### config.mk
export PLATFORM = sky130hd
export DESIGN_NAME = ep_bringup_seq
export DESIGN_NICKNAME = d
export VERILOG_FILES = /design/src/rtl/ep_bringup_pkg.sv /design/src/rtl/ep_wait_timer.sv /design/src/rtl/ep_cfg_gate.sv /design/src/rtl/ep_bringup_seq.sv
export SDC_FILE = /design/constraint.sdc
export NUM_CORES = 1
export LEC_CHECK = 0
export ABC_CLOCK_PERIOD_IN_PS = 2000
export BUFFER_PORTS_ARGS = -buffer_cell sky130_fd_sc_hd__buf_2
export CORE_UTILIZATION = 42
export DETAILED_ROUTE_END_ITERATION = 10
export GPL_ROUTABILITY_DRIVEN = 0
export GPL_TIMING_DRIVEN = 0
export PLACE_DENSITY = 0.74
export RECOVER_POWER = 100
export SYNTH_ARGS = -nofsm -noshare
export SYNTH_HDL_FRONTEND = slang
export SYNTH_SLANG_ARGS = --single-unit
### constraint.sdc
create_clock -name clk -period 2 [get_ports clk]
set_input_delay 0.1 -clock clk [delete_from_list [all_inputs] [get_ports clk]]
set_output_delay 0.1 -clock clk [all_outputs]
set_load 0.01 [all_outputs]
### src/rtl/ep_bringup_pkg.sv
package ep_bringup_pkg;

    typedef enum logic [3:0] {
        ST_MODE      = 4'd0,
        ST_RELEASE   = 4'd1,
        ST_PLL_ON    = 4'd2,
        ST_PLL_WAIT  = 4'd3,
        ST_CFG       = 4'd4,
        ST_TRAIN_ON  = 4'd5,
        ST_LINK_WAIT = 4'd6,
        ST_LATE_CFG  = 4'd7,
        ST_DONE      = 4'd8,
        ST_ERR       = 4'd9
    } seq_state_e;

endpackage

### src/rtl/ep_wait_timer.sv
module ep_wait_timer #(
    parameter int TMO_W = 16
) (
    input  logic             clk,
    input  logic             rst_n,
    input  logic             run,
    input  logic [TMO_W-1:0] limit,
    output logic             expired
);

    logic [TMO_W-1:0] cnt_d, cnt_q;

    always_comb begin
        cnt_d = cnt_q;
        if (!run) begin
            cnt_d = '0;
        end else if (cnt_q != limit) begin
            cnt_d = cnt_q + 1'b1;
        end
    end

    always_ff @(posedge clk) begin
        if (!rst_n) begin
            cnt_q <= '0;
        end else begin
            cnt_q <= cnt_d;
        end
    end

    assign expired = run && (cnt_q == limit);

endmodule

### src/rtl/ep_cfg_gate.sv
module ep_cfg_gate #(
    parameter int AW = 8,
    parameter int DW = 32
) (
    input  logic          clk,
    input  logic          rst_n,
    input  logic          open,
    input  logic          in_valid,
    input  logic [AW-1:0] in_addr,
    input  logic [DW-1:0] in_data,
    output logic          out_valid,
    output logic [AW-1:0] out_addr,
    output logic [DW-1:0] out_data
);

    typedef struct packed {
        logic          valid;
        logic [AW-1:0] addr;
        logic [DW-1:0] data;
    } wr_t;

    wr_t wr_d, wr_q;

    always_comb begin
        wr_d       = wr_q;
        wr_d.valid = in_valid && open;
        if (in_valid && open) begin
            wr_d.addr = in_addr;
            wr_d.data = in_data;
        end
    end

    always_ff @(posedge clk) begin
        if (!rst_n) begin
            wr_q <= '0;
        end else begin
            wr_q <= wr_d;
        end
    end

    assign out_valid = wr_q.valid;
    assign out_addr  = wr_q.addr;
    assign out_data  = wr_q.data;

endmodule

### src/rtl/ep_bringup_seq.sv
module ep_bringup_seq
    import ep_bringup_pkg::*;
#(
    parameter int          DT_W     = 4,
    parameter int          MULT_W   = 10,
    parameter int          LTSSM_W  = 6,
    parameter int          TMO_W    = 16,
    parameter int          AW       = 8,
    parameter int          DW       = 32,
    parameter logic [MULT_W-1:0]  PLL_MULT = 10'h1C9,
    parameter logic [LTSSM_W-1:0] LINK_UP  = 6'h11
) (
    input  logic               clk,
    input  logic               rst_n,
    input  logic               pll_locked,
    input  logic [LTSSM_W-1:0] ltssm_state,
    input  logic [TMO_W-1:0]   pll_tmo,
    input  logic [TMO_W-1:0]   link_tmo,
    input  logic               late_cfg_req,
    input  logic               cfg_done,
    input  logic               bus_master_en,
    input  logic               cfg_in_valid,
    input  logic [AW-1:0]      cfg_in_addr,
    input  logic [DW-1:0]      cfg_in_data,
    output logic [DT_W-1:0]    ctl_devtype,
    output logic               ctl_rst_n,
    output logic               pll_en,
    output logic [MULT_W-1:0]  pll_mult,
    output logic               ltssm_en,
    output logic               app_retry,
    output logic               cfg_open,
    output logic               cfg_wr_valid,
    output logic [AW-1:0]      cfg_wr_addr,
    output logic [DW-1:0]      cfg_wr_data,
    output logic               done,
    output logic               err,
    output logic               ob_allow
);

    localparam logic [DT_W-1:0] DT_EP    = '0;
    localparam logic [DT_W-1:0] DT_RESET = '1;

    typedef struct packed {
        seq_state_e        state;
        logic [DT_W-1:0]   devtype;
        logic              ctl_rst_n;
        logic              pll_en;
        logic [MULT_W-1:0] pll_mult;
        logic              ltssm_en;
        logic              app_retry;
        logic              cfg_open;
        logic              late;
        logic              done;
        logic              err;
    } seq_t;

    seq_t seq_d, seq_q;

    logic             tmr_run;
    logic [TMO_W-1:0] tmr_limit;
    logic             tmr_expired;
    logic             link_up;

    assign tmr_run   = (seq_q.state == ST_PLL_WAIT) || (seq_q.state == ST_LINK_WAIT);
    assign tmr_limit = (seq_q.state == ST_LINK_WAIT) ? link_tmo : pll_tmo;
    assign link_up   = (ltssm_state == LINK_UP);

    ep_wait_timer #(
        .TMO_W (TMO_W)
    ) u_timer (
        .clk     (clk),
        .rst_n   (rst_n),
        .run     (tmr_run),
        .limit   (tmr_limit),
        .expired (tmr_expired)
    );

    ep_cfg_gate #(
        .AW (AW),
        .DW (DW)
    ) u_gate (
        .clk       (clk),
        .rst_n     (rst_n),
        .open      (seq_q.cfg_open),
        .in_valid  (cfg_in_valid),
        .in_addr   (cfg_in_addr),
        .in_data   (cfg_in_data),
        .out_valid (cfg_wr_valid),
        .out_addr  (cfg_wr_addr),
        .out_data  (cfg_wr_data)
    );

    always_comb begin
        seq_d = seq_q;
        unique case (seq_q.state)
            ST_MODE: begin
                seq_d.devtype = DT_EP;
                seq_d.state   = ST_RELEASE;
            end
            ST_RELEASE: begin
                seq_d.ctl_rst_n = 1'b1;
                seq_d.state     = ST_PLL_ON;
            end
            ST_PLL_ON: begin
                seq_d.pll_en   = 1'b1;
                seq_d.pll_mult = PLL_MULT;
                seq_d.state    = ST_PLL_WAIT;
            end
            ST_PLL_WAIT: begin
                if (pll_locked) begin
                    seq_d.cfg_open = 1'b1;
                    seq_d.state    = ST_CFG;
                end else if (tmr_expired) begin
                    seq_d.err   = 1'b1;
                    seq_d.state = ST_ERR;
                end
            end
            ST_CFG: begin
                if (cfg_done) begin
                    seq_d.cfg_open  = 1'b0;
                    seq_d.late      = late_cfg_req;
                    seq_d.app_retry = late_cfg_req;
                    seq_d.state     = ST_TRAIN_ON;
                end
            end
            ST_TRAIN_ON: begin
                seq_d.ltssm_en = 1'b1;
                seq_d.state    = ST_LINK_WAIT;
            end
            ST_LINK_WAIT: begin
                if (link_up) begin
                    if (seq_q.late) begin
                        seq_d.cfg_open = 1'b1;
                        seq_d.state    = ST_LATE_CFG;
                    end else begin
                        seq_d.done  = 1'b1;
                        seq_d.state = ST_DONE;
                    end
                end else if (tmr_expired) begin
                    seq_d.err       = 1'b1;
                    seq_d.ltssm_en  = 1'b0;
                    seq_d.app_retry = 1'b0;
                    seq_d.state     = ST_ERR;
                end
            end
            ST_LATE_CFG: begin
                if (cfg_done) begin
                    seq_d.cfg_open  = 1'b0;
                    seq_d.app_retry = 1'b0;
                    seq_d.done      = 1'b1;
                    seq_d.state     = ST_DONE;
                end
            end
            ST_DONE: begin
                seq_d.state = ST_DONE;
            end
            ST_ERR: begin
                seq_d.state = ST_ERR;
            end
            default: begin
                seq_d.err       = 1'b1;
                seq_d.done      = 1'b0;
                seq_d.ltssm_en  = 1'b0;
                seq_d.app_retry = 1'b0;
                seq_d.cfg_open  = 1'b0;
                seq_d.state     = ST_ERR;
            end
        endcase
    end

    always_ff @(posedge clk) begin
        if (!rst_n) begin
            seq_q           <= '0;
            seq_q.state     <= ST_MODE;
            seq_q.devtype   <= DT_RESET;
        end else begin
            seq_q <= seq_d;
        end
    end

    assign ctl_devtype = seq_q.devtype;
    assign ctl_rst_n   = seq_q.ctl_rst_n;
    assign pll_en      = seq_q.pll_en;
    assign pll_mult    = seq_q.pll_mult;
    assign ltssm_en    = seq_q.ltssm_en;
    assign app_retry   = seq_q.app_retry;
    assign cfg_open    = seq_q.cfg_open;
    assign done        = seq_q.done;
    assign err         = seq_q.err;
    assign ob_allow    = seq_q.done && bus_master_en;

endmodule

==> metrics.md <==
| Metric | Value |
|---|---|
| Most common cell after layout, fill and taps aside | nand2_1 |
| Worst Tran Pin Value | approximately 540 ps |
| Ys flop type | dfxtp_1 |
| Initial antenna violation count | 0 |
| Core Area | around 8700 um^2 |
| Critical Path AT | about 2600 ps |
| Vias in the first global route | roughly 3,800 |
| Flop pwr share | 0.410 |
| Total of max-cap violations | 0 |
| TNS Setup | -7400 ps |
| Drc violations | 0 |
| Pwr Total | around 3.6 mW |
| Vias | 4,147 |
| Switch Pwr | roughly 0.91 mW |
| Critical Path Sink Type | flop |
| Unique masters post-synth | 62 |
| Setup violators final | 23 |
| Number of buffers created by CTS | 9 |
| Final Cycle Share | 1.19 |
| CP max FO | 6 |
| Highest-delay cell along the critical path | dfxtp_2 |
| First-pass GRT wire length | approximately 18,000 um |
| Clock Skew | around 13 ps |
| GRT overflow | 0 |
| Critical Path RT | 2220 ps |
| Fraction of layout cells with a size suffix above 1 | 0.272 |
| Most frequent cells in the layout | nand2_1, buf_2, clkbuf_1, dfxtp_1, a21boi_0 |
| Launching point of the worst reg2reg path | seq_q[24] |
| CTS tree | done |
| Die Ht | between 90 and 100 um |
| Switching share of total power | 0.254 |
| WL per Instance | 14.5 um |
| Number of synthesized flops with an enable pin | 0 |
| Routed Antenna Nets | 0 |
| Int Pwr | roughly 2.7 mW |
| Num rows | 34 |
| Initial cell density of the core | 0.430 |
| Layout Nets | between 700 and 800 |
| Placed cells | between 700 and 800 |
| Initial DRT Pass Iterations | 5 |
| Status | complete, but fails checks |
| Pleak | just over 2 nW |
| Gate Count Post-Synth | 471 |
| Seq/Total Area, Yosys | 0.375 |
| CP cell instances | buf_6, and4bb_4, bufbuf_16, nand2_1, a32oi_2, o2111ai_2, nor3_4, buf_6, buf_8, mux2i_1, nor2_1 |
| Max-slew violation count | 0 |
| Final worst setup slack | -380 ps |
| Dpl ws | -627 ps |
| Clock latency on the worst-skew pair | between 300 and 400 ps |
| Synthesized cell area | approximately 3700 um^2 |
| Max clock buf depth | 2 |
| Asr flop ratio synth | 0 |
| Root buffer selected by CTS | clkbuf_8 |
| Num ports | ~150 |
| Detailed-route wire length | 11,300 um |
| Initial DRC Count | 231 |
| Clk slew on worst S/H paths | approximately 80 ps |
| PD cells | 669 nW/um^2 |
| RSZ-0062 raised after global routing | yes |
| Fmax | between 400 and 500 MHz |
| Top delay family on crit path | buffers and inverters |
| Die footprint | about 9000 um^2 |
| HPWL after DPL | 7690 um |
| CP startpoint | seq_q[24] |
| Final hold viol count | 0 |
| Violated checks | negative setup slack |
| Most used cell, CP | buf_6 |
| FF+latch count, synth | 70 |
| Port bufs | 141 |
| Yosys Warn Count | 0 |
| CTS HTree Levels | 3 |
| Die X | 96.3 um |
| Final core occ | 0.619 |
| Worst path max stage delay | between 300 and 400 ps |
| Vias/cell | roughly 5.3 |
| Pin count of the biggest net entering global routing | 14 |
| Min-delay src | cfg_in_data[17] |
| Clk pwr share | 0.429 |
| Power share of the combinational group | 0.161 |
| All-Layer GR Usage | 0.246 |
| Critical path type | reg -> reg |
| HP Class | in -> reg |
| # diodes | 0 |
| Final worst path period need | about 2400 ps |
| Final Non-Filler Cells | about 780 |
| Peak VDD IR | approximately 0.00040 V |
| Type of element launching the critical path | flop |
| Worst Path Buf+Inv | 4 |
| Synthesized area per cell | around 7.9 um^2 |
| P&R area growth vs syn | 43.8% |
| Num Clock Sinks | 70 |
| Slew Limit Headroom | 0.643 |
[power by group through the flow]
stage / logic (mW) / registers [mW] / clock network (mW)
floorplan: 0.302 / 1.51 / 0
global placement: 0.507 / 1.50 / 0
detailed placement: 0.521 / 1.50 / 0
CTS: 0.582 / 1.47 / 1.56
global route: 0.640 / 1.48 / 1.63
finish: 0.579 / 1.47 / 1.54
[area by class of cell]
| class | instances | area, um^2 |
|---|---|---|
| tap | 108 | 135 |
| buffer | 45 | 279 |
| timing repair buffer | 178 | 1060 |
| clock inverter | 7 | 146 |
| clock buffer | 9 | 124 |
| fill | 732 | 3310 |
| inverter | 13 | 48.8 |
| sequential | 70 | 1410 |
| multi-input combinational | 346 | 2160 |
[synth_stat cells, types with 6 or more instances]
library cell,instances,share of area
or3_1,6,0.010
a21oi_1,24,0.032
dfxtp_1,70,0.38
inv_1,13,0.013
a21boi_0,40,0.080
nor3_1,6,0.0080
nand3_1,11,0.015
or4_1,6,0.012
o21ai_1,7,0.0094
nor2_1,20,0.020
clkbuf_1,25,0.025
xor2_1,9,0.021
o21ai_0,12,0.016
xnor2_1,9,0.021
buf_4,15,0.030
o31ai_1,7,0.014
nand2_1,103,0.10
nand2b_1,7,0.012
[stage by stage]
stage	hold slack [ps]	cell area [um^2]
floorplan	245	3770
global placement	350	4610
detailed placement	360	4610
CTS	2.01	5370
global route	-0.714	5370
finish	7.70	5370
[flip-flops by register name, indices dropped and copies added (netlist names)]
signal,count
seq_q,5
ctl_devtype,1
u_gate.out_addr,8
pll_mult,1
done,1
err,1
ltssm_en,1
u_gate.out_data,32
u_timer.cnt_q,16
ctl_rst_n,1
cfg_open,1
u_gate.out_valid,1
app_retry,1
[worst register-to-register path, stage by stage, from the launching register on]
cell	delay [ps]
dfxtp_2	350
buf_6	100
and4bb_4	270
bufbuf_16	270
nand2_1	60
a32oi_2	210
o2111ai_2	200
nor3_4	250
buf_6	190
buf_8	140
mux2i_1	190
nor2_1	50
[layer usage]
layer  vias up  GRT usage  wire length (um)
li1       2009          -                 -
met1      1864      0.300              4620
met2       232      0.397              5340
met3        42     0.0616               949
met4         0      0.133               344
met5         -          0                 0
[what timing repair did]
| action | CTS | global route |
|---|---|---|
| setup buffers | 13 | 1 |
| gates cloned | 2 | 1 |
| setup endpoints to repair | 23 | 23 |
| endpoints found under the hold margin | 20 | 0 |
| pin swaps | 18 | 7 |
| hold buffers | 20 | 0 |
| resized for setup | 25 | 5 |
[worst paths after layout]
check	to	slack [ps]	cells past startpoint
hold / removal	u_gate.out_data[17]	8	3
hold reg to reg	u_gate.out_data[18]	470	2
setup reg to reg	u_timer.cnt_q[1]	-380	11
setup / recovery	u_timer.cnt_q[1]	-380	11
[cell families after synthesis]
logic type               after synthesis  share of synthesized area
flip-flops                            70                      0.375
adder cells (fa/ha/maj)                1                    0.00335
multiplexers                           4                     0.0111
buffers and inverters                 59                     0.0841
AO/OA/AOI/OAI                        127                      0.238
other                                  1                    0.00100
AND/OR/NAND/NOR                      191                      0.245
XOR/XNOR                              18                     0.0422
No activity file was read; power rests on OpenSTA's default activity.
